File: src/rtl/quad_dac_pkg.sv
package quad_dac_pkg;

   // clear fill selection taken from the strap input
   typedef enum logic {
      FILL_ZERO = 1'b0,
      FILL_MID  = 1'b1
   } fill_e;

   localparam int unsigned DEF_DATA_W = 14;
   localparam int unsigned DEF_ADDR_W = 2;
   // extra stage between the word and the chain output
   localparam int unsigned CHAIN_XTRA = 1;

endpackage

File: src/rtl/qdac_shift.sv
module qdac_shift #(
   parameter int unsigned WORD_W  = 16,
   parameter int unsigned CHAIN_W = WORD_W + quad_dac_pkg::CHAIN_XTRA
) (
   input  logic              clk,
   input  logic              rst_n,
   input  logic              sclk,
   input  logic              cs_n,
   input  logic              sdi,
   output logic [WORD_W-1:0] word,
   output logic              commit,
   output logic              sdo
);

   logic               sclk_q;
   logic               cs_q;
   logic [CHAIN_W-1:0] chain_q;
   logic               sdo_q;
   logic               rise;
   logic               fall;
   logic               active;

   always_ff @(posedge clk or negedge rst_n) begin
      if (!rst_n) begin
         sclk_q <= 1'b0;
         cs_q   <= 1'b1;
      end else begin
         sclk_q <= sclk;
         cs_q   <= cs_n;
      end
   end

   always_comb begin
      active = ~cs_n;
      rise   = sclk & ~sclk_q;
      fall   = ~sclk & sclk_q;
      commit = cs_n & ~cs_q;
   end

   always_ff @(posedge clk or negedge rst_n) begin
      if (!rst_n) begin
         chain_q <= '0;
      end else if (active && rise) begin
         chain_q <= {chain_q[CHAIN_W-2:0], sdi};
      end
   end

   always_ff @(posedge clk or negedge rst_n) begin
      if (!rst_n) begin
         sdo_q <= 1'b0;
      end else if (active && fall) begin
         sdo_q <= chain_q[CHAIN_W-1];
      end
   end

   assign word = chain_q[WORD_W-1:0];
   assign sdo  = sdo_q;

endmodule

File: src/rtl/qdac_decode.sv
module qdac_decode #(
   parameter int unsigned ADDR_W = 2,
   localparam int unsigned NCH   = 1 << ADDR_W
) (
   input  logic              en,
   input  logic [ADDR_W-1:0] addr,
   output logic [NCH-1:0]    hit
);

   for (genvar g = 0; g < NCH; g++) begin : g_hit
      assign hit[g] = en && (addr == ADDR_W'(g));
   end

endmodule

File: src/rtl/qdac_chan.sv
module qdac_chan
   import quad_dac_pkg::*;
#(
   parameter int unsigned DATA_W = 14
) (
   input  logic              clk,
   input  logic              rst_n,
   input  logic              clr_n,
   input  fill_e             fill,
   input  logic              wr_en,
   input  logic [DATA_W-1:0] wr_data,
   input  logic              load_n,
   output logic [DATA_W-1:0] stage_q,
   output logic [DATA_W-1:0] out_q
);

   localparam logic [DATA_W-1:0] MID_CODE = DATA_W'(1) << (DATA_W - 1);

   logic [DATA_W-1:0] fill_code;

   always_comb begin
      fill_code = (fill == FILL_MID) ? MID_CODE : '0;
   end

   always_ff @(posedge clk or negedge rst_n) begin
      if (!rst_n) begin
         stage_q <= '0;
      end else if (!clr_n) begin
         stage_q <= fill_code;
      end else if (wr_en) begin
         stage_q <= wr_data;
      end
   end

   always_ff @(posedge clk or negedge rst_n) begin
      if (!rst_n) begin
         out_q <= '0;
      end else if (!clr_n) begin
         out_q <= fill_code;
      end else if (!load_n) begin
         out_q <= stage_q;
      end
   end

endmodule

File: src/rtl/quad_dac_regif.sv
module quad_dac_regif
   import quad_dac_pkg::*;
#(
   parameter int unsigned DATA_W = DEF_DATA_W,
   parameter int unsigned ADDR_W = DEF_ADDR_W
) (
   input  logic                             clk,
   input  logic                             rst_n,
   input  logic                             sclk,
   input  logic                             cs_n,
   input  logic                             sdi,
   input  logic                             load_n,
   input  logic                             clr_n,
   input  logic                             mid_sel,
   output logic                             sdo,
   output logic [(1<<ADDR_W)*DATA_W-1:0]    dac_code
);

   localparam int unsigned NCH    = 1 << ADDR_W;
   localparam int unsigned WORD_W = ADDR_W + DATA_W;

   if (DATA_W < 2) begin : g_bad_data_w
      $error("quad_dac_regif: DATA_W must be at least 2");
   end
   if (ADDR_W < 1 || ADDR_W > 4) begin : g_bad_addr_w
      $error("quad_dac_regif: ADDR_W must lie in 1..4");
   end

   logic [WORD_W-1:0]     word;
   logic                  commit;
   logic [NCH-1:0]        wr_hit;
   logic [NCH*DATA_W-1:0] in_flat;
   fill_e                 fill;

   assign fill = fill_e'(mid_sel);

   qdac_shift #(
      .WORD_W (WORD_W)
   ) u_shift (
      .clk    (clk),
      .rst_n  (rst_n),
      .sclk   (sclk),
      .cs_n   (cs_n),
      .sdi    (sdi),
      .word   (word),
      .commit (commit),
      .sdo    (sdo)
   );

   qdac_decode #(
      .ADDR_W (ADDR_W)
   ) u_dec (
      .en   (commit),
      .addr (word[WORD_W-1 -: ADDR_W]),
      .hit  (wr_hit)
   );

   for (genvar c = 0; c < NCH; c++) begin : g_ch
      qdac_chan #(
         .DATA_W (DATA_W)
      ) u_chan (
         .clk     (clk),
         .rst_n   (rst_n),
         .clr_n   (clr_n),
         .fill    (fill),
         .wr_en   (wr_hit[c]),
         .wr_data (word[DATA_W-1:0]),
         .load_n  (load_n),
         .stage_q (in_flat[c*DATA_W +: DATA_W]),
         .out_q   (dac_code[c*DATA_W +: DATA_W])
      );
   end

endmodule

File: config.mk
export PLATFORM = sky130hd
export DESIGN_NAME = quad_dac_regif
export DESIGN_NICKNAME = d
export VERILOG_FILES = /design/src/rtl/quad_dac_pkg.sv /design/src/rtl/qdac_shift.sv /design/src/rtl/qdac_decode.sv /design/src/rtl/qdac_chan.sv /design/src/rtl/quad_dac_regif.sv
export SDC_FILE = /design/constraint.sdc
export NUM_CORES = 1
export LEC_CHECK = 0
export BUFFER_PORTS_ARGS = -buffer_cell sky130_fd_sc_hd__buf_2
export CAP_MARGIN = 0
export CORE_ASPECT_RATIO = 0.8
export CORE_MARGIN = 2
export CORE_UTILIZATION = 55
export DETAILED_ROUTE_END_ITERATION = 8
export GPL_ROUTABILITY_DRIVEN = 0
export PLACE_DENSITY = 0.74
export SYNTH_ARGS = -nofsm -noshare
export SYNTH_HDL_FRONTEND = slang
export SYNTH_HIERARCHICAL = 1
export SYNTH_SLANG_ARGS = --single-unit
File: constraint.sdc
create_clock -name clk -period 4.09 [get_ports clk]
set_input_delay 0.2045 -clock clk [delete_from_list [all_inputs] [get_ports clk]]
set_output_delay 0.2045 -clock clk [all_outputs]
set_load 0.1 [all_outputs]
# [Word level (Yosys, flattened, before mapping)]
# Index checks and enable logic that the tools add are counted.
[word_totals] reg_bits=132 latch_bits=0 ramBits=0 mem_bits_ro=0 input_bits=8 output_inout_bits=57 wordCells=51 mem_count=0
[classes] add_sub_neg=0 mul=0 div=0 n_lt_le_gt_ge=0 eq_ne=8 n_shift=0 n_mux=17 n_bitwise=7 reduce_logical=7
[op_table] operator="two-way mux 14 bit" count=17
[op_table] operator="!= test 2 x 1 -> 1 bit (second input constant)" count=4
[op_table] operator="logical AND 1 bit" count=6
[op_table] operator="== test 2 bit (second input constant)" count=2
[op_table] operator="NOT 1 bit" count=4
[op_table] operator="AND 1 bit" count=3
[op_table] operator="== test 2 x 1 -> 1 bit (second input constant)" count=1
[op_table] operator="zero test 2 bit" count=1
[op_table] operator="!= test 2 bit (second input constant)" count=1

# [Longest topological paths before layout]
# Gate-level depths: netlist of the first run.
[logic_depth] ltp_word=5 mapped_depth=6 depth_no_buf=4

# [Cells and area by module]
# Netlist of the first run, hierarchy kept.
[modules_own_cells] mod="qdac_chan" instances=4 cells_each=92 area_per_inst_um2=1233.7 seq_area_each_um2=700.7
[modules_own_cells] mod="qdac_shift" instances=1 cells_each=58 area_per_inst_um2=868.3 seq_area_each_um2=501.7
[modules_own_cells] mod="qdac_decode" instances=1 cells_each=4 area_per_inst_um2=37.5 seq_area_each_um2=0.0

# [Worst setup path after synthesis of the first run]
# No wires, ideal clock.
[synth_timing] path_kind="register -> register" from="reg u_shift.sclk_q" to="reg u_shift.chain_q[0]" setup_time_ps=125 arrival_ps=1233 setup_slack_ps=2732 stages_incl_launch_ff=4 path_buffers=1 period_less_slack_ps=1358 path_cell_list="dfrtp_1 > nor3b_4 > buf_6 > mux2_2"
[synth_via] elab_chain_len=3
[synth_lines] item="from (decl)" line_no="qdac_shift.sv:15" rtl="logic sclk_q;"
[synth_lines] item="from (signal assigned)" line_no="qdac_shift.sv:28" rtl="sclk_q <= sclk;"
[synth_lines] item="NOT 1 bit" line_no="qdac_shift.sv:35" rtl="rise = sclk & ~sclk_q;"
[synth_lines] item="AND 1 bit" line_no="qdac_shift.sv:35"
[synth_lines] item="logical AND 1 bit" line_no="qdac_shift.sv:43" rtl="end else if (active && rise) begin"
[synth_lines] item="to (signal assigned)" line_no="qdac_shift.sv:44" rtl="chain_q <= {chain_q[CHAIN_W-2:0], sdi};"
[synth_lines] item="to (decl)" line_no="qdac_shift.sv:17" rtl="logic [CHAIN_W-1:0] chain_q;"
# No other way between the ends.
# A chain may end at the register's enable or synchronous reset.

# [Final worst setup path of the first run]
[layout_timing] from="in cs_n" to="reg g_ch[1].u_chan.stage_q[13]"
[layout_via] elab_chain_len=3
[layout_lines] item="from (decl)" line_no="quad_dac_regif.sv:10" rtl="input logic cs_n,"
[layout_lines] item="AND 1 bit" line_no="qdac_shift.sv:37" rtl="commit = cs_n & ~cs_q;"
[layout_lines] item="net commit" line_no="quad_dac_regif.sv:30" rtl="logic commit;"
[layout_lines] item="logical AND 1 bit" line_no="qdac_decode.sv:11" rtl="assign hit[g] = en && (addr == ADDR_W'(g));"
[layout_lines] item="net wr_hit[1]" line_no="quad_dac_regif.sv:31" rtl="logic [NCH-1:0] wr_hit;"
[layout_lines] item="!= test 2 x 1 -> 1 bit (no source line)"
[layout_lines] item="to (signal assigned)" line_no="qdac_chan.sv:29" rtl="stage_q <= fill_code;"
[layout_lines] item="to (signal assigned)" line_no="qdac_chan.sv:31" rtl="stage_q <= wr_data;"
[layout_lines] item="to (decl)" line_no="qdac_chan.sv:13" rtl="output logic [DATA_W-1:0] stage_q,"
# The timed path passes the listed nets, and every way through them passes these cells.

==> results.py, run 1 <==
metrics = {
    "routing": {
        "routedWlPerCell_um": 17.8,
        "dr.pass1.iters": 4,
        "drc": 0,
        "viasPerCell": 5.16,
        "drtIter0Drc": 192,
        "drtAntennaViolNets": 0,
        "num_vias": 3239,
        "postRouteWirelength_mm": 11.2,
    },
    "hold_path": {
        "hold_class": "in -> reg",
    },
    "sta": {
        "maxSlewViolCount": 0,
        "period_needed_ps": 2040,
        "setup_viol": 0,
        "tns_ps": 0,
        "relSlewSlack": 0.344,
        "period_share": 0.499,
        "rsz0062_at_grt": "no",
        "hold_viol": 0,
        "skew_ps": 4.20,
        "max_freq_mhz": 490,
        "setup_ws_ps": 2050,
        "worstMarginPinSlew_ps": 983,
    },
    "yosys": {
        "ys.flop_type": "dfrtp_1",
        "synth_edf_count": 0,
        "yosys-top-cells-count": "dfrtp_1, mux2i_1, nor2b_1",
        "yosysMostFrequentCell": "dfrtp_1",
        "yosys.area.top_type": "dfrtp_1",
        "synth_warnings": 6,
        "ys_types": 17,
        "syn-num-nets": 438,
        "synth-seq-cells": 132,
        "synth_area_um2": 5840,
        "synth_cells": 430,
        "synth_area_per_cell_um2": 13.6,
        "synthTopCellsByArea": "dfrtp_1, mux2i_1, nor2b_1, mux2_2, buf_12",
        "async_flop_share": 1.00,
        "synth_top_cell_area_share": 0.561,
        "synth-seq-area-share": 0.566,
    },
    "layout": {
        "fin_nets": 484,
        "seq_area_um2": 3300,
        "fin_util": 0.635,
        "fillers": 809,
        "multiInputGateArea_um2": 2100,
        "area_delta_synth_final_pct": 11.7,
        "layout-drive-gt1-share": 0.236,
        "n_antenna_cell": 0,
    },
    "clock_network": {
        "cts_made_buffers": 17,
        "cts_tree": "built",
        "cts_max_level": 4,
        "cts_buffer_depth": 2,
        "insertion_delay_ps": 410,
        "clk_pin_slew_ps": 50,
        "clkSinkCount": 132,
        "postCtsSetupRepairBufs": 0,
        "cts-root-buf": "clkbuf_16",
    },
    "worst_setup_path": {
        "critPathCaptureType": "flip-flop",
        "cpLargestDelayFamily": "simple AND/OR/NAND/NOR gates",
        "cp.required_ps": 4340,
        "crit_chain": "dlygate4sd3_1 -> buf_2 -> nor2b_1 -> and3b_1 -> mux2i_1 -> a21oi_1",
        "path_buf_inv": 2,
        "cp_slowest_cell": "and3b_1",
        "critPathMaxStageDelay_ps": 760,
        "crit_type": "in -> reg",
        "critPathArrivalTime_ps": 2290,
        "cp-start-kind": "input port",
        "crit_fanout": 14,
    },
    "place": {
        "numPortBuffers": 64,
        "pre_cts_ws_ps": 2180,
        "dp_hpwl_mm": 6.82,
    },
    "floorplan": {
        "die_h_um": 96.2,
        "die_w_um": 119,
        "core_um2": 10300,
        "start_util": 0.568,
        "die-area_um2": 11500,
        "pin_count": 65,
        "rows": 33,
    },
    "global_routing": {
        "grt-ovfl-total": 0,
        "grt_usage": 0.213,
        "grt_pass1_vias": 3305,
        "grt_pass1_wl_mm": 18.0,
        "grt_max_degree": 73,
        "antenna_found_initial": 0,
    },
    "run": {
        "cap_violations": 0,
    },
    "status": {
        "status": "completed",
    },
    "power_and_ir_drop": {
        "leakage_uw": 0.00311,
        "power.density_nw_per_um2": 486,
        "power_uw": 3170,
        "vdd_drop_max_mv": 0.302,
    },
}
==> timing repair <==
item,CTS,global route
hold endpoints to repair,71,0
gates resized for setup,0,0
hold buffers,3,0
==> registers in the layout, summed over array words and instances, names as in the netlist <==
name                 cells
g_ch.u_chan/out_q       56
g_ch.u_chan/stage_q     56
u_shift/chain_q         17
u_shift/cs_q             1
u_shift/sclk_q           1
u_shift/sdo              1
==> power breakdown <==
group	switching [uW]	internal, uW	leakage (uW)	total [uW]
registers	121	1370	0.00180	1490
clock network	513	922	0.000272	1440
logic	148	96.8	0.00103	245
==> cells in the final DEF, fill, tap and decap left out <==
master / count
mux2_2: 18
dlygate4sd3_1: 3
mux2i_1: 112
nor2_1: 4
nor2b_1: 105
bufinv_16: 2
buf_4: 6
and3_2: 1
dfrtp_1: 131
dfstp_2: 1
nor3b_1: 1
clkbuf_16: 17
clkbuf_1: 7
nor3b_4: 1
and3b_1: 2
buf_2: 63
nor3b_2: 1
a21oi_1: 8
clkinv_2: 3
clkbuf_8: 2
==> layer usage <==
metal  wire length (um)  global-route usage  part of all wire
met5                  0                   0                 0
met2               5120               0.319              0.46
met4                270               0.121             0.024
met1               5280               0.288              0.47
met3                498              0.0492             0.045
==> cells by family (layout without fill, tap and decap cells) <==
family / after synthesis / in the layout / share of synthesized area
muxes: 130 / 130 / 0.227
DFF: 132 / 132 / 0.566
buffers and inverters: 45 / 103 / 0.0748
and+or+nand+nor: 115 / 115 / 0.126
AOI/OAI and AO/OA: 8 / 8 / 0.00686
==> area by class of cell <==
type	instances	area share
Sequential cell	132	0.507
Multi-Input combinational cell	253	0.322
Clock buffer	26	0.0735
Timing Repair Buffer	72	0.0598
Tap cell	140	0.0269
Clock inverter	5	0.0115
==> per-stage QoR <==
stage | hold slack (ps) | instances | instance area, um^2
6_report | 25.5 | 628 | 6520
5_1_grt | 21.4 | 628 | 6520
4_1_cts | 10.6 | 628 | 6520
3_5_place_dp | 345 | 594 | 5940
3_3_place_gp | 339 | 594 | 5940
2_1_floorplan | -91.1 | 430 | 5840
==> worst paths after layout <==
kind	to	cells past startpoint	slack, ps	from
worst max-delay path	g_ch[1].u_chan/stage_q[13]$_DFFE_PN0P_	6	2050	cs_n
max in group asynchronous	g_ch[1].u_chan/stage_q[0]$_DFFE_PN0P_	3	2630	rst_n
min in group asynchronous	g_ch[1].u_chan/stage_q[10]$_DFFE_PN0P_	2	460	rst_n
worst min-delay path	u_shift/chain_q[0]$_DFFE_PN0P_	2	30	sdi
worst max register to register	g_ch[1].u_chan/stage_q[13]$_DFFE_PN0P_	4	2220	u_shift/cs_q$_DFF_PN1_
worst min register to register	u_shift/sdo$_DFFE_PN0P_	1	520	u_shift/sdo$_DFFE_PN0P_
Power figures use the tool's default switching activity.
==> run 2, diff against run 1 <==
Settings changed: CORE_UTILIZATION 55 to 53.
Clock period 4.09 ns to 1.82 ns, I/O delays scaled along.
==> results.py, run 2 (same netlist as run 1, synthesis figures left out) <==
metrics = {
    "status": {
        "status": "completed",
    },
    "sta": {
        "period_share": 0.860,
        "period_needed_ps": 1560,
        "skew_ps": 8.06,
        "setup_viol": 0,
        "relSlewSlack": 0.672,
        "maxSlewViolCount": 0,
        "max_freq_mhz": 639,
        "tns_ps": 0,
        "hold_viol": 0,
        "rsz0062_at_grt": "no",
        "worstMarginPinSlew_ps": 495,
    },
    "worst_setup_path": {
        "crit_path_frequent_cell": "nor2b_1",
        "cp_slowest_cell": "dlygate4sd3_1",
        "crit_type": "in -> reg",
        "crit_chain": "dlygate4sd3_1 -> buf_2 -> nor2b_1 -> and3_2 -> mux2i_1 -> nor2b_1",
        "critPathArrivalTime_ps": 1850,
        "crit_fanout": 14,
        "cpLargestDelayFamily": "simple AND/OR/NAND/NOR gates",
        "cp.required_ps": 2110,
        "critPathCaptureType": "flip-flop",
        "path_buf_inv": 2,
        "cp-start-kind": "input port",
        "critPathMaxStageDelay_ps": 520,
    },
    "layout": {
        "layout-drive-gt1-share": 0.255,
        "reg.largest.list": "g_ch.u_chan/out_q: 56 flops, g_ch.u_chan/stage_q: 56 flops, u_shift/chain_q: 17 flops",
        "n_antenna_cell": 0,
        "final_common_cell": "dfrtp_1",
        "fin_nets": 490,
        "fin_area_um2": 6730,
        "most-common-layout-cells": "dfrtp_1, mux2i_1, nor2b_1",
        "area_delta_synth_final_pct": 15.3,
    },
    "global_routing": {
        "grt_pass1_wl_mm": 18.0,
        "grt_max_degree": 57,
        "grt-ovfl-total": 0,
        "antenna_found_initial": 0,
        "grt_pass1_vias": 3332,
        "grt_usage": 0.202,
    },
    "routing": {
        "viasPerCell": 5.06,
        "drc": 0,
        "dr.pass1.iters": 4,
        "num_vias": 3233,
        "drtIter0Drc": 212,
        "drtAntennaViolNets": 0,
        "routedWlPerCell_um": 17.3,
        "postRouteWirelength_mm": 11.1,
    },
    "hold_path": {
        "hold_class": "in -> reg",
    },
    "power_and_ir_drop": {
        "leakage_uw": 0.00320,
        "power.density_nw_per_um2": 1130,
        "power_uw": 7590,
        "vdd_drop_max_mv": 0.773,
    },
    "floorplan": {
        "core_um2": 10800,
        "start_util": 0.541,
        "rows": 34,
        "die-area_um2": 11900,
        "die_w_um": 121,
        "pin_count": 65,
        "die_h_um": 97.9,
    },
    "clock_network": {
        "cts_tree": "built",
        "cts_made_buffers": 17,
        "insertion_delay_ps": 410,
        "cts_buffer_depth": 2,
        "clkSinkCount": 132,
        "cts_resized": 0,
        "cts_max_level": 4,
        "cts-root-buf": "clkbuf_16",
        "clk_pin_slew_ps": 50,
    },
    "place": {
        "dp_hpwl_mm": 6.92,
        "numPortBuffers": 64,
        "place_area_um2": 6040,
    },
    "run": {
        "cap_violations": 0,
    },
}
==> run 2: worst register-to-register path: stages, from the launching register on <==
cell and delay [ps]:
dfstp_2 360, nor2b_1 180, and3_2 510, mux2i_1 270, nor2b_1 90
==> run 2: area by class of cell <==
class                           count  area (um^2)
Clock buffer                       24          502
Clock inverter                      8          145
Fill cell                         852         4070
Multi-Input combinational cell    253         2100
Sequential cell                   132         3300
Tap cell                          144          180
Timing Repair Buffer               78          500
==> run 2: layer usage <==
layer	vias up	GRT usage	routed length, um
li1	1526	-	-
met1	1632	0.276	5250
met2	62	0.317	5240
met3	13	0.0532	427
met4	0	0.0645	160
met5	-	0	0
==> run 2: path summary, 6_finish.rpt <==
kind | start | depth (start not counted) | slack (ps) | end
hold / removal | mid_sel | 3 | 70 | g_ch[2].u_chan/out_q[13]$_DFFE_PN0P_
min in group asynchronous | rst_n | 2 | 160 | g_ch[2].u_chan/out_q[10]$_DFFE_PN0P_
setup / recovery | cs_n | 6 | 260 | g_ch[3].u_chan/stage_q[0]$_DFFE_PN0P_
max in group asynchronous | rst_n | 3 | 1010 | g_ch[0].u_chan/out_q[2]$_DFFE_PN0P_
hold reg to reg | u_shift/sdo$_DFFE_PN0P_ | 1 | 510 | u_shift/sdo$_DFFE_PN0P_
setup reg to reg | u_shift/cs_q$_DFF_PN1_ | 4 | 300 | g_ch[3].u_chan/stage_q[0]$_DFFE_PN0P_
==> run 2: power by group <==
part	internal [uW]	switching [uW]	total (uW)
logic	235	337	572
registers	3080	278	3350
clock network	2470	1190	3660
total	5780	1800	7590
==> run 2: per-stage QoR <==
step           utilization  hold slack (ps)  instances  worst slack, ps
2_1_floorplan            -             -205        430              462
4_1_cts              0.623             38.1        639              278
3_3_place_gp         0.559             53.4        603              414
5_1_grt              0.623             77.8        639              143
3_5_place_dp         0.559             65.2        603              318
6_report             0.623             67.3        639              255
==> run 2: repair_timing <==
action,4_1_cts,5_1_grt
hold buffers,4,0
hold endpoints to repair,32,0
setup endpoints to repair,0,0
buffers inserted,0,0
==> run 3, diff against run 2 <==
Settings changed: CORE_UTILIZATION 53 to 40, PLACE_DENSITY 0.74 to 0.58.
==> results.py, run 3 (same netlist as run 1, synthesis figures left out) <==
metrics = {
    "hold_path": {
        "hold_path_depth": 3,
        "holdPathEnd": "g_ch[2].u_chan/out_q[13]$_DFFE_PN0P_",
        "hold_class": "in -> reg",
        "min_from": "mid_sel",
    },
    "worst_setup_path": {
        "r2r_slack_ps": 320,
        "reg2reg_from": "u_shift/cs_q$_DFF_PN1_",
        "cp.required_ps": 2090,
        "critPathArrivalTime_ps": 1770,
        "reg2regPathDepth": 5,
        "startpoint": "u_shift/cs_q$_DFF_PN1_",
        "cp-start-kind": "flip-flop",
        "critPathCaptureType": "flip-flop",
        "r2r_end": "g_ch[1].u_chan/stage_q[13]$_DFFE_PN0P_",
        "crit_type": "reg -> reg",
        "crit_fanout": 14,
    },
    "clock_network": {
        "postCtsSetupRepairBufs": 0,
        "cts_max_level": 4,
        "cts_buffer_depth": 2,
        "clkSinkCount": 132,
        "clk_pin_slew_ps": 50,
        "cts_made_buffers": 17,
        "cts_tree": "built",
        "cts-root-buf": "clkbuf_16",
        "insertion_delay_ps": 410,
    },
    "sta": {
        "period_needed_ps": 1500,
        "max_freq_mhz": 666,
        "tns_ps": 0,
        "skew_ps": 5.11,
        "maxSlewViolCount": 0,
        "setup_viol": 0,
        "period_share": 0.824,
        "relSlewSlack": 0.619,
        "rsz0062_at_grt": "no",
        "worstMarginPinSlew_ps": 572,
        "hold_viol": 0,
    },
    "global_routing": {
        "grt_max_degree": 117,
        "grt_pass1_vias": 3309,
        "grt-ovfl-total": 0,
        "antenna_found_initial": 0,
        "grt_usage": 0.157,
        "grt_pass1_wl_mm": 18.6,
    },
    "power_and_ir_drop": {
        "leakage_uw": 0.00315,
        "power_uw": 6940,
        "vdd_drop_max_mv": 0.613,
        "power.density_nw_per_um2": 1040,
    },
    "layout": {
        "reg.largest.list": "g_ch.u_chan/out_q: 56 flops, g_ch.u_chan/stage_q: 56 flops, u_shift/chain_q: 17 flops",
        "final_cells": 682,
        "seq_area_um2": 3300,
        "final_common_cell": "dfrtp_1",
        "multiInputGateArea_um2": 2100,
        "n_antenna_cell": 0,
        "area_delta_synth_final_pct": 14.0,
        "fillers": 1308,
        "most-common-layout-cells": "dfrtp_1, mux2i_1, nor2b_1",
        "layout-drive-gt1-share": 0.249,
        "fin_util": 0.466,
        "fin_nets": 493,
    },
    "routing": {
        "dr.pass1.iters": 4,
        "drc": 0,
        "num_vias": 3235,
        "routedWlPerCell_um": 17.1,
        "drtIter0Drc": 164,
        "drtAntennaViolNets": 0,
        "viasPerCell": 4.74,
        "postRouteWirelength_mm": 11.7,
    },
    "place": {
        "dp_hpwl_mm": 7.26,
        "dpl.cell_count": 646,
        "numPortBuffers": 64,
    },
    "run": {
        "cap_violations": 0,
    },
    "floorplan": {
        "pin_count": 65,
        "die-area_um2": 15600,
        "die_h_um": 112,
        "rows": 39,
        "start_util": 0.409,
        "core_um2": 14300,
        "die_w_um": 139,
    },
    "status": {
        "status": "completed",
    },
}
run 3: cell types whose count changed in the layout (fill, tap and decap cells not counted):
cell        before  now
clkinvlp_4       2    0
buf_4            6   11
clkbuf_1         2    7
buf_12           5    3
buf_2           63   62
clkinv_2         2    5
clkbuf_8         5    3
bufinv_16        4    0
buf_6            0    1
run 3: per-layer routing:
layer  vias to the layer above  routed length (um)  track usage
li1                       1532                   -            -
met1                      1629                5720        0.222
met2                        62                5270        0.232
met3                        12                 553       0.0512
met4                         0                 139       0.0519
met5                         -                   0            0
run 3: where the power goes:
group	leakage, uW	internal [uW]	total (uW)	switching [uW]
combinational	0.00109	235	569	334
sequential	0.00180	3080	3370	293
clock	0.000259	1840	3000	1170
run 3: cell type report:
| class | count | area share |
|---|---|---|
| Clock buffer | 27 | 0.0741 |
| Clock inverter | 5 | 0.00376 |
| Sequential cell | 132 | 0.496 |
| Multi-Input combinational cell | 253 | 0.315 |
| Timing Repair Buffer | 81 | 0.0758 |
| Tap cell | 184 | 0.0346 |
run 3: worst max path at each step:
stage | slack, ps | end
after global placement | 370 | g_ch[3].u_chan/stage_q[13]$_DFFE_PN0P_
after CTS | 310 | g_ch[3].u_chan/stage_q[8]$_DFFE_PN0P_
after floorplan | 460 | u_shift/chain_q[0]$_DFFE_PN0P_
after detailed placement | 330 | g_ch[3].u_chan/stage_q[13]$_DFFE_PN0P_
final | 320 | g_ch[1].u_chan/stage_q[13]$_DFFE_PN0P_
after global routing | 170 | g_ch[3].u_chan/stage_q[3]$_DFFE_PN0P_
run 3: worst max-delay path, stage by stage, from the launching register on:
cell and delay, ps:
dfstp_2 350, nor2b_1 180, and3b_1 240, buf_4 280, mux2i_1 220, a21oi_1 80
run 3: per-stage QoR:
stage / hold WS, ps / cell area (um^2) / worst slack (ps)
after floorplan: -205 / 5840 / 462
after global placement: 102 / 6100 / 367
after detailed placement: 105 / 6100 / 328
after CTS: 40.4 / 6660 / 310
after global routing: 45.4 / 6660 / 169
final: 62.1 / 6660 / 320
run 3: timing repair:
action,4_1_cts,5_1_grt
hold buffers,4,0
resized for setup,0,0
hold endpoints to repair,56,0
